**src/rtl/phase_ring_pkg.sv**
```systemverilog
package phase_ring_pkg;
  typedef struct packed {
    logic clear;
    logic advance;
  } ringStrobe_t;
endpackage

```
**src/rtl/phase_ring_ctrl.sv**
```systemverilog
module phase_ring_ctrl
  import phase_ring_pkg::*;
(
  input  logic        rst,
  input  logic        advEn,
  output ringStrobe_t strobe
);
  // Reset wins over advance
  always_comb begin
    strobe.clear   = rst;
    strobe.advance = advEn & ~rst;
  end
endmodule

```
**src/rtl/phase_ring_dp.sv**
```systemverilog
module phase_ring_dp
  import phase_ring_pkg::*;
#(
  parameter int STAGES = 4
) (
  input  logic                  clk,
  input  ringStrobe_t           strobe,
  output logic [STAGES-1:0]     stageQ,
  output logic [2*STAGES-1:0]   phaseOut
);
  localparam int PHASES = 2 * STAGES;

  logic [STAGES-1:0] stageNext;

  // Twisted feedback into the first stage, plain shift elsewhere
  assign stageNext[0] = ~stageQ[STAGES-1];
  generate
    for (genvar i = 1; i < STAGES; i++) begin : gShift
      assign stageNext[i] = stageQ[i-1];
    end
  endgenerate

  always_ff @(posedge clk) begin
    if (strobe.clear)        stageQ <= '0;
    else if (strobe.advance) stageQ <= stageNext;
  end

  // Two-literal decode per phase
  generate
    for (genvar k = 0; k < PHASES; k++) begin : gDecode
      if (k == 0) begin : gFirstLow
        assign phaseOut[k] = ~stageQ[0] & ~stageQ[STAGES-1];
      end else if (k < STAGES) begin : gFillEdge
        assign phaseOut[k] = stageQ[k-1] & ~stageQ[k];
      end else if (k == STAGES) begin : gFirstHigh
        assign phaseOut[k] = stageQ[0] & stageQ[STAGES-1];
      end else begin : gDrainEdge
        assign phaseOut[k] = ~stageQ[k-STAGES-1] & stageQ[k-STAGES];
      end
    end
  endgenerate

  AST_CLEAR_ZERO: assert property (@(posedge clk) strobe.clear |=> (stageQ == '0));
  AST_HOLD_STILL: assert property (@(posedge clk) disable iff (strobe.clear) !strobe.advance |=> $stable(stageQ));
  AST_TWIST_IN: assert property (@(posedge clk) disable iff (strobe.clear) strobe.advance |=> (stageQ[0] == !$past(stageQ[STAGES-1])));
  AST_PHASE_STEP: assert property (@(posedge clk) disable iff (strobe.clear) strobe.advance |=> (phaseOut == {$past(phaseOut[PHASES-2:0]), $past(phaseOut[PHASES-1])}));
  AST_ONE_HOT: assert property (@(posedge clk) disable iff (strobe.clear) $countones(phaseOut) == 1);
endmodule

```
**src/rtl/phase_ring.sv**
```systemverilog
module phase_ring
  import phase_ring_pkg::*;
#(
  parameter int STAGES = 4,
  localparam int PHASES = 2 * STAGES
) (
  input  logic              clk,
  input  logic              rst,
  input  logic              advEn,
  output logic [STAGES-1:0] stageQ,
  output logic [PHASES-1:0] phaseOut
);
  ringStrobe_t strobe;

  phase_ring_ctrl uCtrl (
    .rst   (rst),
    .advEn (advEn),
    .strobe(strobe)
  );

  phase_ring_dp #(.STAGES(STAGES)) uDp (
    .clk     (clk),
    .strobe  (strobe),
    .stageQ  (stageQ),
    .phaseOut(phaseOut)
  );
endmodule

```
**config.mk**
```make
export PLATFORM = sky130hd
export DESIGN_NAME = phase_ring
export DESIGN_NICKNAME = d
export VERILOG_FILES = /design/src/rtl/phase_ring_pkg.sv /design/src/rtl/phase_ring_ctrl.sv /design/src/rtl/phase_ring_dp.sv /design/src/rtl/phase_ring.sv
export SDC_FILE = /design/constraint.sdc
export NUM_CORES = 1
export LEC_CHECK = 0
export CAP_MARGIN = 20
export CORE_AREA = 2 2 39 41
export CTS_CLUSTER_DIAMETER = 150
export CTS_CLUSTER_SIZE = 30
export DETAILED_ROUTE_END_ITERATION = 16
export DIE_AREA = 0 0 41 43
export GPL_TIMING_DRIVEN = 1
export SLEW_MARGIN = 20
export SYNTH_ARGS = -nofsm -noshare
export SYNTH_HDL_FRONTEND = slang
export SYNTH_SLANG_ARGS = --single-unit
export TNS_END_PERCENT = 20
```
**constraint.sdc**
```tcl
create_clock -name clk -period 1.1 [get_ports clk]
set_clock_uncertainty 0.2 [all_clocks]
set_input_delay 0.22 -clock clk [delete_from_list [all_inputs] [get_ports clk]]
set_output_delay 0.22 -clock clk [all_outputs]
set_load 0.02 [all_outputs]
```
**Word-level counts from Yosys, hierarchy flattened**

Index checks and enable logic that the tools add are counted.

- Bitwise logic cells: 14

Operators by type and width:

| operator | count |
|---|---|
| $and 1x1->1 | 9 |
| $not 1->1 | 5 |

- Output and inout port bits: 12
- Register bits: 4
- Bits of input ports: 3
- Word-level logic and storage cells: 15

**Logic depth before layout (Yosys ltp)**

Gate-level depths: netlist of run 1.

- Depth after elaboration: 2
- Depth in mapped cells: 3
- Depth with buffers taken out: 2

**Hierarchy**

Synthesis of run 1 repeated with hierarchy kept, for this count alone.

- Cell total of the unflattened synthesis: 26
- Area total of the unflattened synthesis: 230.2 µm²

Modules (own cells, without submodules):

| module | times used | area each (µm²) | sequential area each (µm²) | cells an instance |
|---|---|---|---|---|
| phase_ring_dp | 1 | 209.0 | 80.1 | 24 |
| phase_ring_ctrl | 1 | 21.3 | 0.0 | 2 |

**Worst setup path after synthesis of run 1**

OpenSTA, ideal clock, no wires.

- Path kind: reg-to-output
- Start: register uDp.stageQ[3]
- End: output port phaseOut[7]
- Setup slack: -0.208 ns
- Cell stages (with the launch flop): 2
- Data required time: 0.680 ns
- Arrival time: 0.888 ns
- Buffers on the path: 0
- Path through: dfxtp_1 nor2b_1

- Cells in the longest elaborated chain, start to end: 1

RTL lines:

| what | line | source |
|---|---|---|
| start: declaration | phase_ring_dp.sv:8 | `output logic [STAGES-1:0] stageQ,` |
| start signal: assignment | phase_ring_dp.sv:25 | `else if (strobe.advance) stageQ <= stageNext;` |
| $and 1x1->1 | phase_ring_dp.sv:38 | `assign phaseOut[k] = ~stageQ[k-STAGES-1] & stageQ[k-STAGES];` |
| end: declaration | phase_ring.sv:11 | `output logic [PHASES-1:0] phaseOut` |

Every way passes these cells.

**Worst setup path in the final report of run 1**

- Start: register uDp.stageQ[2]
- End: output port phaseOut[6]

The elaborated chain is that of the path after synthesis.

==> impl_metrics.tcl, run 1 <==
set metrics [dict create \
    place_congestion 0.694 \
    min_from "advEn" \
    grt_max_degree 7 \
    powerDensity_mw_per_mm2 993 \
    grt_use_met2_pct 10.0 \
    yosys.area.top_type_share_pct 36.2 \
    cts_tree "done" \
    critical_path_class "flip-flop to output pin" \
    core_mm2 0.00138 \
    yosys_warnings 0 \
    synth-seq-cells 4 \
    clock-root-buffer "clkbuf_4" \
    syn-cell-area_um2 221 \
    grt_overflow 0 \
    yosysMostFrequentCell "nor2b_1" \
    rows 14 \
    post-dp-hpwl_um 376 \
    grt_pass1_vias 211 \
    worstPathRequired_ns 0.68 \
    io_pins 15 \
    finalHoldViolations 0 \
    synthTopCellsByArea "dfxtp_1, nor2b_1, mux2i_1, buf_4, nor2_1" \
    crit_chain "nor2b_1 -> buf_4" \
    holdWs_ns 0.311 \
    cts.clk_slew.worst_paths_ns 0.04 \
    violations "negative setup slack" \
    syn_area_per_cell_um2 9.23 \
    wl_per_cell_um 8.31 \
    drive_above_1_share_pct 69.8 \
    placed_area_um2 394 \
    htreeDepth 1 \
    first_pass_iters 2 \
    area_growth_pct 97.7 \
    relSlewSlack_pct 83.2 \
    busiest_layer "met2" \
    crit_start "uDp.stageQ[2]$_SDFFE_PP0P_" \
    die_x_um 41 \
    nNetsFinal 48 \
    leakage_nw 0.212 \
    portBuffers 14 \
    synth_cell_type_count 9 \
    die_h_um 43 \
    vias_per_cell 3.75 \
    yosysTopAreaCell "dfxtp_1" \
    synth_nets 27 \
    drt-total-wl_um 490 \
    antenna_cells 0 \
    grt_pass1_wl_um 779 \
    yosysSeqAreaShare_pct 36.2 \
    nFillCells 155 \
    crit_path_max_incr_delay_ns 0.38 \
    globalRouteTotalUtil_pct 7.02 \
    cts_buffer_depth 2 \
    cp_slowest_cell "dfxtp_4" \
    numCtsBuffers 3 \
    finalWorstSetupSlack_ns -0.206 \
    finalMaxSlewViolations 0 \
    synthCells 24 \
    finalSetupViolCount 12 \
    clkSinkCount 4 \
    hold_class "primary input to flip-flop" \
    endpoint_kind "output pin" \
    peakVddDrop_uv 431 \
    tightest_slew_ns 0.252 \
    initial_utilization_pct 16.0 \
    reg_top3 "uDp.stageQ: 4 flops" \
    synth-edff-count 0 \
    met1_usage_pct 6.41 \
    drt_iter0_markers 1 \
    die-area_mm2 0.00176 \
    drc 0 \
    fmax_mhz 765 \
    ys_async_sr_fraction_pct 0 \
    final_area_um2 438 \
    max_cap_viol_count 0 \
    fin_crit_ns 1.31 \
    rsz0062_at_grt "true" \
    routed-via-count 221 \
    synthTopCellsByCount "nor2b_1, dfxtp_1, nor2_1, buf_4, mux2i_1" \
    period_share_pct 119 \
    arrival_ns 0.89 \
    yosys_most_used_dff "dfxtp_1" \
    outcome "finished with violations" \
    antenna_left 0 \
    largest_register_ffs 4 \
    fin_util_pct 31.6 \
    insertion_delay_ns 0.23 \
    largest_register "uDp.stageQ" \
    regArea_um2 95.1 \
    grt.met3_usage_pct 3.14 \
    antenna_found_initial 0 \
    post-place-ws_ns -0.505 \
    multi_input_area_um2 120 \
    cp_max_fo 6 \
    r2r_start "uDp.stageQ[0]$_SDFFE_PP0P_" \
    crit_path_start_kind "flip-flop" \
]
per-layer routing:
metal  wire length, um  share of wire [%]
met5                 0                  0
met4                 0                  0
met1               195                 40
met3                64                 13
met2               231                 47
final timing paths:
check                                    end  slack (ns)  depth (start not counted)
setup reg to reg  uDp.stageQ[1]$_SDFFE_PP0P_        0.12                          3
hold reg to reg   uDp.stageQ[0]$_SDFFE_PP0P_        0.38                          2
setup / recovery                 phaseOut[6]       -0.21                          2
hold / removal    uDp.stageQ[0]$_SDFFE_PP0P_        0.31                          3
metrics by stage:
step | power (mW) | TNS [ns] | cells
3_5_place_dp | 0.264 | -6.50 | 55
6_report | 0.435 | -1.72 | 59
3_3_place_gp | 0.264 | -6.47 | 55
2_1_floorplan | 0.218 | -0.403 | 24
5_1_grt | 0.467 | -2.23 | 59
4_1_cts | 0.444 | -1.98 | 59
worst max-delay path: cells and delay by family, from the launching register on:
kind | cells | cell delay [ns]
buffers and inverters | 1 | 0.14
DFF | 1 | 0.38
and+or+nand+nor | 1 | 0.13
cells in the final DEF, fill, tap and decap left out:
cell and count:
clkdlybuf4s50_1 1, dlygate4sd2_1 1, nor2_1 4, nor2b_1 4
buf_4 11, clkbuf_4 3, buf_6 7, nor2b_4 1
mux2i_1 3, dfxtp_4 4, nor2b_2 1, and2_4 1
a211oi_2 1, nor2_2 1
final cells by class:
cell class	instances	share of cell area [%]
clock buffer	3	5.14
multi-input combinational	16	27.4
sequential	4	21.7
tap	16	4.57
timing repair buffer	20	41.1
logic make-up after synthesis:
family	share of synthesized area, %
and+or+nand+nor	29.4
AOI/OAI and AO/OA	5.65
buffers and inverters	15.3
DFF	36.2
muxes	13.6
report_power, final:
group | switching (mW) | leakage (nW) | internal, mW
logic | 0.0455 | 0.163 | 0.0551
registers | 0.00983 | 0.0355 | 0.147
clock network | 0.0558 | 0.0138 | 0.122
total | 0.111 | 0.212 | 0.324
timing repair:
action                                  4_1_cts  5_1_grt
gates resized for setup                      68        9
endpoints found under the setup margin       16       12
gates cloned                                  0        0
pin swaps                                     0        1
buffers inserted                              1        0
hold buffers                                  0        0
(Power assumes the default switching activity.)
==> run 2, diff against run 1 <==
- ABC_AREA: unset -> 1
- REMOVE_ABC_BUFFERS: unset -> 1
==> run 2 against run 1 <==
The run still ends with negative setup slack left. Worst setup slack gained 0.033 ns. Sequential share of layout area increased by 1.7 points. Maximum frequency up 2.6%. Global-route usage fell by 0.39 points. Non-clock buffer count decreased by 2. Register-to-register slack got worse by 0.02 ns. Sequential cell count stayed put. Critical path type unchanged.
==> impl_metrics.tcl, run 2 <==
set metrics [dict create \
    cts_buffer_depth 2 \
    grt_pass1_wl_um 724 \
    hold_class "primary input to flip-flop" \
    cts.clk_slew.worst_paths_ns 0.03 \
    worstPathRequired_ns 0.68 \
    instances_no_fill 69 \
    crit_path_max_incr_delay_ns 0.37 \
    crit_buf_inv 2 \
    largest_register "uDp.stageQ" \
    portBuffers 14 \
    fin_crit_ns 1.27 \
    relSlewSlack_pct 86.2 \
    grt_overflow 0 \
    place_congestion 0.698 \
    placed_area_um2 372 \
    post-place-ws_ns -0.480 \
    globalRouteTotalUtil_pct 6.63 \
    htreeDepth 1 \
    critical_path_class "flip-flop to output pin" \
    drt-total-wl_um 534 \
    tightest_slew_ns 0.207 \
    syn_area_per_cell_um2 6.04 \
    clock-root-buffer "clkbuf_4" \
    drt_iter0_markers 9 \
    area_growth_pct 91.7 \
    arrival_ns 0.85 \
    die_h_um 43 \
    finalWorstSetupSlack_ns -0.173 \
    total_power_mw 0.490 \
    yosysMostFrequentCell "nor2_1" \
    yosysTopAreaCell "dfxtp_1" \
    synth_cell_type_count 7 \
    peakVddDrop_uv 357 \
    final_common_cell "nor2_1" \
    die_x_um 41 \
    wl_per_cell_um 7.74 \
    dp.cells 65 \
    synth-seq-cells 4 \
    core_mm2 0.00138 \
    yosys.area.top_type_share_pct 37.9 \
    violations "negative setup slack" \
    largest_register_ffs 4 \
    leakage_nw 0.228 \
    max_cap_viol_count 0 \
    final_area_um2 405 \
    cp_max_fo 7 \
    insertion_delay_ns 0.23 \
    initial_utilization_pct 15.3 \
    post-dp-hpwl_um 394 \
    antenna_found_initial 0 \
    nNetsFinal 58 \
    fmax_mhz 786 \
    crit_path_start_kind "flip-flop" \
    vias_per_cell 3.81 \
    die-area_mm2 0.00176 \
    yosys_warnings 0 \
    finalHoldViolations 0 \
    yosys_most_used_dff "dfxtp_1" \
    clkSinkCount 4 \
    reg_top3 "uDp.stageQ: 4 flops" \
    grt_max_degree 8 \
    fin_util_pct 29.3 \
    synth-edff-count 0 \
    holdWs_ns 0.154 \
    powerDensity_mw_per_mm2 1210 \
    antenna_left 0 \
    ys_async_sr_fraction_pct 0 \
    routed-via-count 263 \
    first_pass_iters 4 \
    rows 14 \
    finalSetupViolCount 12 \
    antenna_cells 0 \
    synthTopCellsByCount "nor2_1, inv_1, dfxtp_1, buf_4, nand2_1" \
    syn-cell-area_um2 211 \
    cts_tree "done" \
    drc 0 \
    rsz0062_at_grt "true" \
    outcome "finished with violations" \
    mostFrequentLayoutCells "nor2_1, buf_4, buf_6" \
    synthTopCellsByArea "dfxtp_1, nor2_1, inv_1, buf_4, nand2_1" \
    yosysSeqAreaShare_pct 37.9 \
    drive_above_1_share_pct 49.1 \
    grt_pass1_vias 185 \
    period_share_pct 116 \
    endpoint_kind "output pin" \
    cp_slowest_cell "dfxtp_4" \
    synthCells 35 \
    numCtsBuffers 3 \
    finalSetupTns_ns -1.60 \
    finalMaxSlewViolations 0 \
    io_pins 15 \
    crit_chain "inv_1 -> nor2_1 -> buf_4" \
    crit_family "flip-flops" \
]
run 2: worst reg2reg max path: stages, from the launching register on:
cell and delay [ns]:
dfxtp_4 0.35, buf_4 0.13, o21ai_0 0.15, nor2_1 0.06
run 2: kinds of logic after synthesis:
group / after synthesis / share of synthesized area [%]
buffers and inverters: 10 / 23.1
AND/OR/NAND/NOR: 18 / 32.0
flip-flops: 4 / 37.9
AO/OA/AOI/OAI: 3 / 7.10
run 2: path summary, 6_finish.rpt:
check        cells past startpoint                  startpoint                          to  slack, ns
min                              3                       advEn  uDp.stageQ[0]$_SDFFE_PP0P_       0.15
min reg2reg                      3  uDp.stageQ[3]$_SDFFE_PP0P_  uDp.stageQ[0]$_SDFFE_PP0P_       0.34
max                              3  uDp.stageQ[3]$_SDFFE_PP0P_                 phaseOut[7]      -0.17
max reg2reg                      3  uDp.stageQ[1]$_SDFFE_PP0P_  uDp.stageQ[1]$_SDFFE_PP0P_       0.10
run 2: repair_timing:
item | CTS | global route
setup endpoints to repair | 12 | 15
cloned | 0 | 0
gates resized for setup | 69 | 7
hold buffers | 0 | 0
buffers inserted | 0 | 1
run 2: metal layers:
metal	part of all wire, %	wire, um	global-route usage (%)
met5	0	0	0
met4	0	0	6.00
met3	20	108	6.81
met2	37	195	7.19
met1	43	229	6.77
run 2: layout make-up:
type / count / area, um^2
multi-input combinational: 21 / 82.6
sequential: 4 / 95.1
fill: 164 / 978
clock buffer: 3 / 22.5
inverter: 7 / 26.3
timing repair buffer: 18 / 159
tap: 16 / 20.0
run 2: where the power goes:
| group | switching [mW] | internal [mW] |
|---|---|---|
| clock network | 0.0531 | 0.122 |
| registers | 0.0170 | 0.154 |
| logic | 0.0736 | 0.0709 |
| total | 0.144 | 0.346 |
==> run 3, diff against run 2 <==
- PLACE_DENSITY_LB_ADDON: unset -> 0.2
==> run 3 against run 2 <==
The flow still finishes with violations (negative setup slack). Power is 1.4% higher. Cell count did not move. Maximum frequency decreased by 1.6%. Critical path depth is the same. Global-route usage rose by 1.1 points. Clock power barely moved. Sequential cell count unchanged. First-iteration DRC count decreased by 56%. Critical path type unchanged. Largest power group unchanged.
==> impl_metrics.tcl, run 3 (synthesis gave the netlist of run 2 again) <==
set metrics [dict create \
    outcome "finished with violations" \
    violations "negative setup slack" \
    max_cap_viol_count 0 \
    drive_above_1_share_pct 50.9 \
    fmax_mhz 773 \
    first_pass_iters 3 \
    nFillCells 150 \
    relSlewSlack_pct 87.3 \
    vias_per_cell 3.61 \
    leakage_nw 0.227 \
    finalHoldViolations 0 \
    post-dp-hpwl_um 398 \
    htreeDepth 1 \
    clock-root-buffer "clkbuf_4" \
    crit_path_max_incr_delay_ns 0.36 \
    crit_buf_inv 2 \
    met1_usage_pct 8.68 \
    place_congestion 0.740 \
    finalSetupViolCount 12 \
    post-place-ws_ns -0.471 \
    drt-total-wl_um 498 \
    crit_chain "inv_2 -> nor2_1 -> buf_4" \
    peakVddDrop_uv 301 \
    tightest_slew_ns 0.189 \
    fin_crit_ns 1.29 \
    critical_path_class "flip-flop to output pin" \
    cts_tree "done" \
    grt_pass1_vias 208 \
    cp_max_fo 5 \
    antenna_left 0 \
    grt_pass1_wl_um 841 \
    hold_class "primary input to flip-flop" \
    instances_no_fill 69 \
    die_h_um 43 \
    portBuffers 14 \
    cts_buffer_depth 2 \
    multi_input_area_um2 87.6 \
    rows 14 \
    regArea_um2 95.1 \
    insertion_delay_ns 0.23 \
    period_share_pct 118 \
    crit_family "flip-flops" \
    final_common_cell "nor2_1" \
    finalMaxSlewViolations 0 \
    wl_per_cell_um 7.22 \
    fin_util_pct 30.1 \
    powerDensity_mw_per_mm2 1190 \
    largest_register "uDp.stageQ" \
    mostFrequentLayoutCells "nor2_1, buf_4, buf_6" \
    antenna_found_initial 0 \
    area_growth_pct 97.0 \
    routed-via-count 249 \
    io_pins 15 \
    numCtsBuffers 3 \
    endpoint_kind "output pin" \
    nNetsFinal 58 \
    grt.met3_usage_pct 3.66 \
    antenna_cells 0 \
    largest_register_ffs 4 \
    drt_iter0_markers 4 \
    die_x_um 41 \
    die-area_mm2 0.00176 \
    arrival_ns 0.87 \
    holdWs_ns 0.143 \
    grt_use_met2_pct 8.75 \
    busiest_layer "met4" \
    grt_max_degree 7 \
    drc 0 \
    reg_top3 "uDp.stageQ: 4 flops" \
    initial_utilization_pct 15.3 \
    hold_buffers 0 \
    cp_slowest_cell "dfxtp_4" \
    dp.cells 66 \
    core_mm2 0.00138 \
    finalSetupTns_ns -1.50 \
    finalWorstSetupSlack_ns -0.194 \
    clkSinkCount 4 \
    worstPathRequired_ns 0.68 \
    crit_path_start_kind "flip-flop" \
    grt_overflow 0 \
    cts.clk_slew.worst_paths_ns 0.03 \
    rsz0062_at_grt "true" \
    globalRouteTotalUtil_pct 7.73 \
]
-- run 3: changes by cell type in the layout (fill, tap and decap cells not counted) --
| cell | before | now |
|---|---|---|
| nor2_2 | 0 | 2 |
| inv_2 | 3 | 2 |
| nor2_1 | 15 | 13 |
| buf_6 | 5 | 6 |
| inv_1 | 4 | 5 |
| buf_2 | 1 | 0 |
-- run 3: cell type report --
type / count / share of cell area, %
clock buffer: 3 / 5.41
inverter: 7 / 6.31
multi-input combinational: 21 / 21.0
sequential: 4 / 22.8
tap: 16 / 4.80
timing repair buffer: 18 / 39.6
-- run 3: worst paths after layout --
| kind | slack, ns | from | depth (start not counted) | to |
|---|---|---|---|---|
| setup / recovery | -0.19 | uDp.stageQ[1]$_SDFFE_PP0P_ | 3 | phaseOut[2] |
| hold / removal | 0.14 | advEn | 3 | uDp.stageQ[0]$_SDFFE_PP0P_ |
| setup reg to reg | 0.11 | uDp.stageQ[1]$_SDFFE_PP0P_ | 3 | uDp.stageQ[1]$_SDFFE_PP0P_ |
| hold reg to reg | 0.42 | uDp.stageQ[1]$_SDFFE_PP0P_ | 3 | uDp.stageQ[2]$_SDFFE_PP0P_ |
-- run 3: what timing repair did --
item                       4_1_cts  5_1_grt
gates resized for setup         70        9
pin swaps                        1        1
setup endpoints to repair       12       15
setup buffers                    0        0
-- run 3: metal layers --
layer	wire length, um	share of wire [%]
met5	0	0
met4	23	4.6
met3	82	16
met2	182	37
met1	209	42
-- run 3: tightest hold or removal path, cell delays in order --
cell and delay [ns]:
dlymetal6s2s_1 0.17, nor2_1 0.10, nor2_1 0.05
-- run 3: per-stage QoR --
| step | instance area [um^2] | power [mW] |
|---|---|---|
| after floorplan | 189 | 0.237 |
| after global placement | 379 | 0.324 |
| after detailed placement | 379 | 0.322 |
| after CTS | 393 | 0.499 |
| after global routing | 417 | 0.541 |
| final | 417 | 0.497 |
-- run 3: power by group --
part	internal, mW	switching (mW)
registers	0.154	0.0161
clock network	0.122	0.0562
logic	0.0740	0.0748
total	0.350	0.147
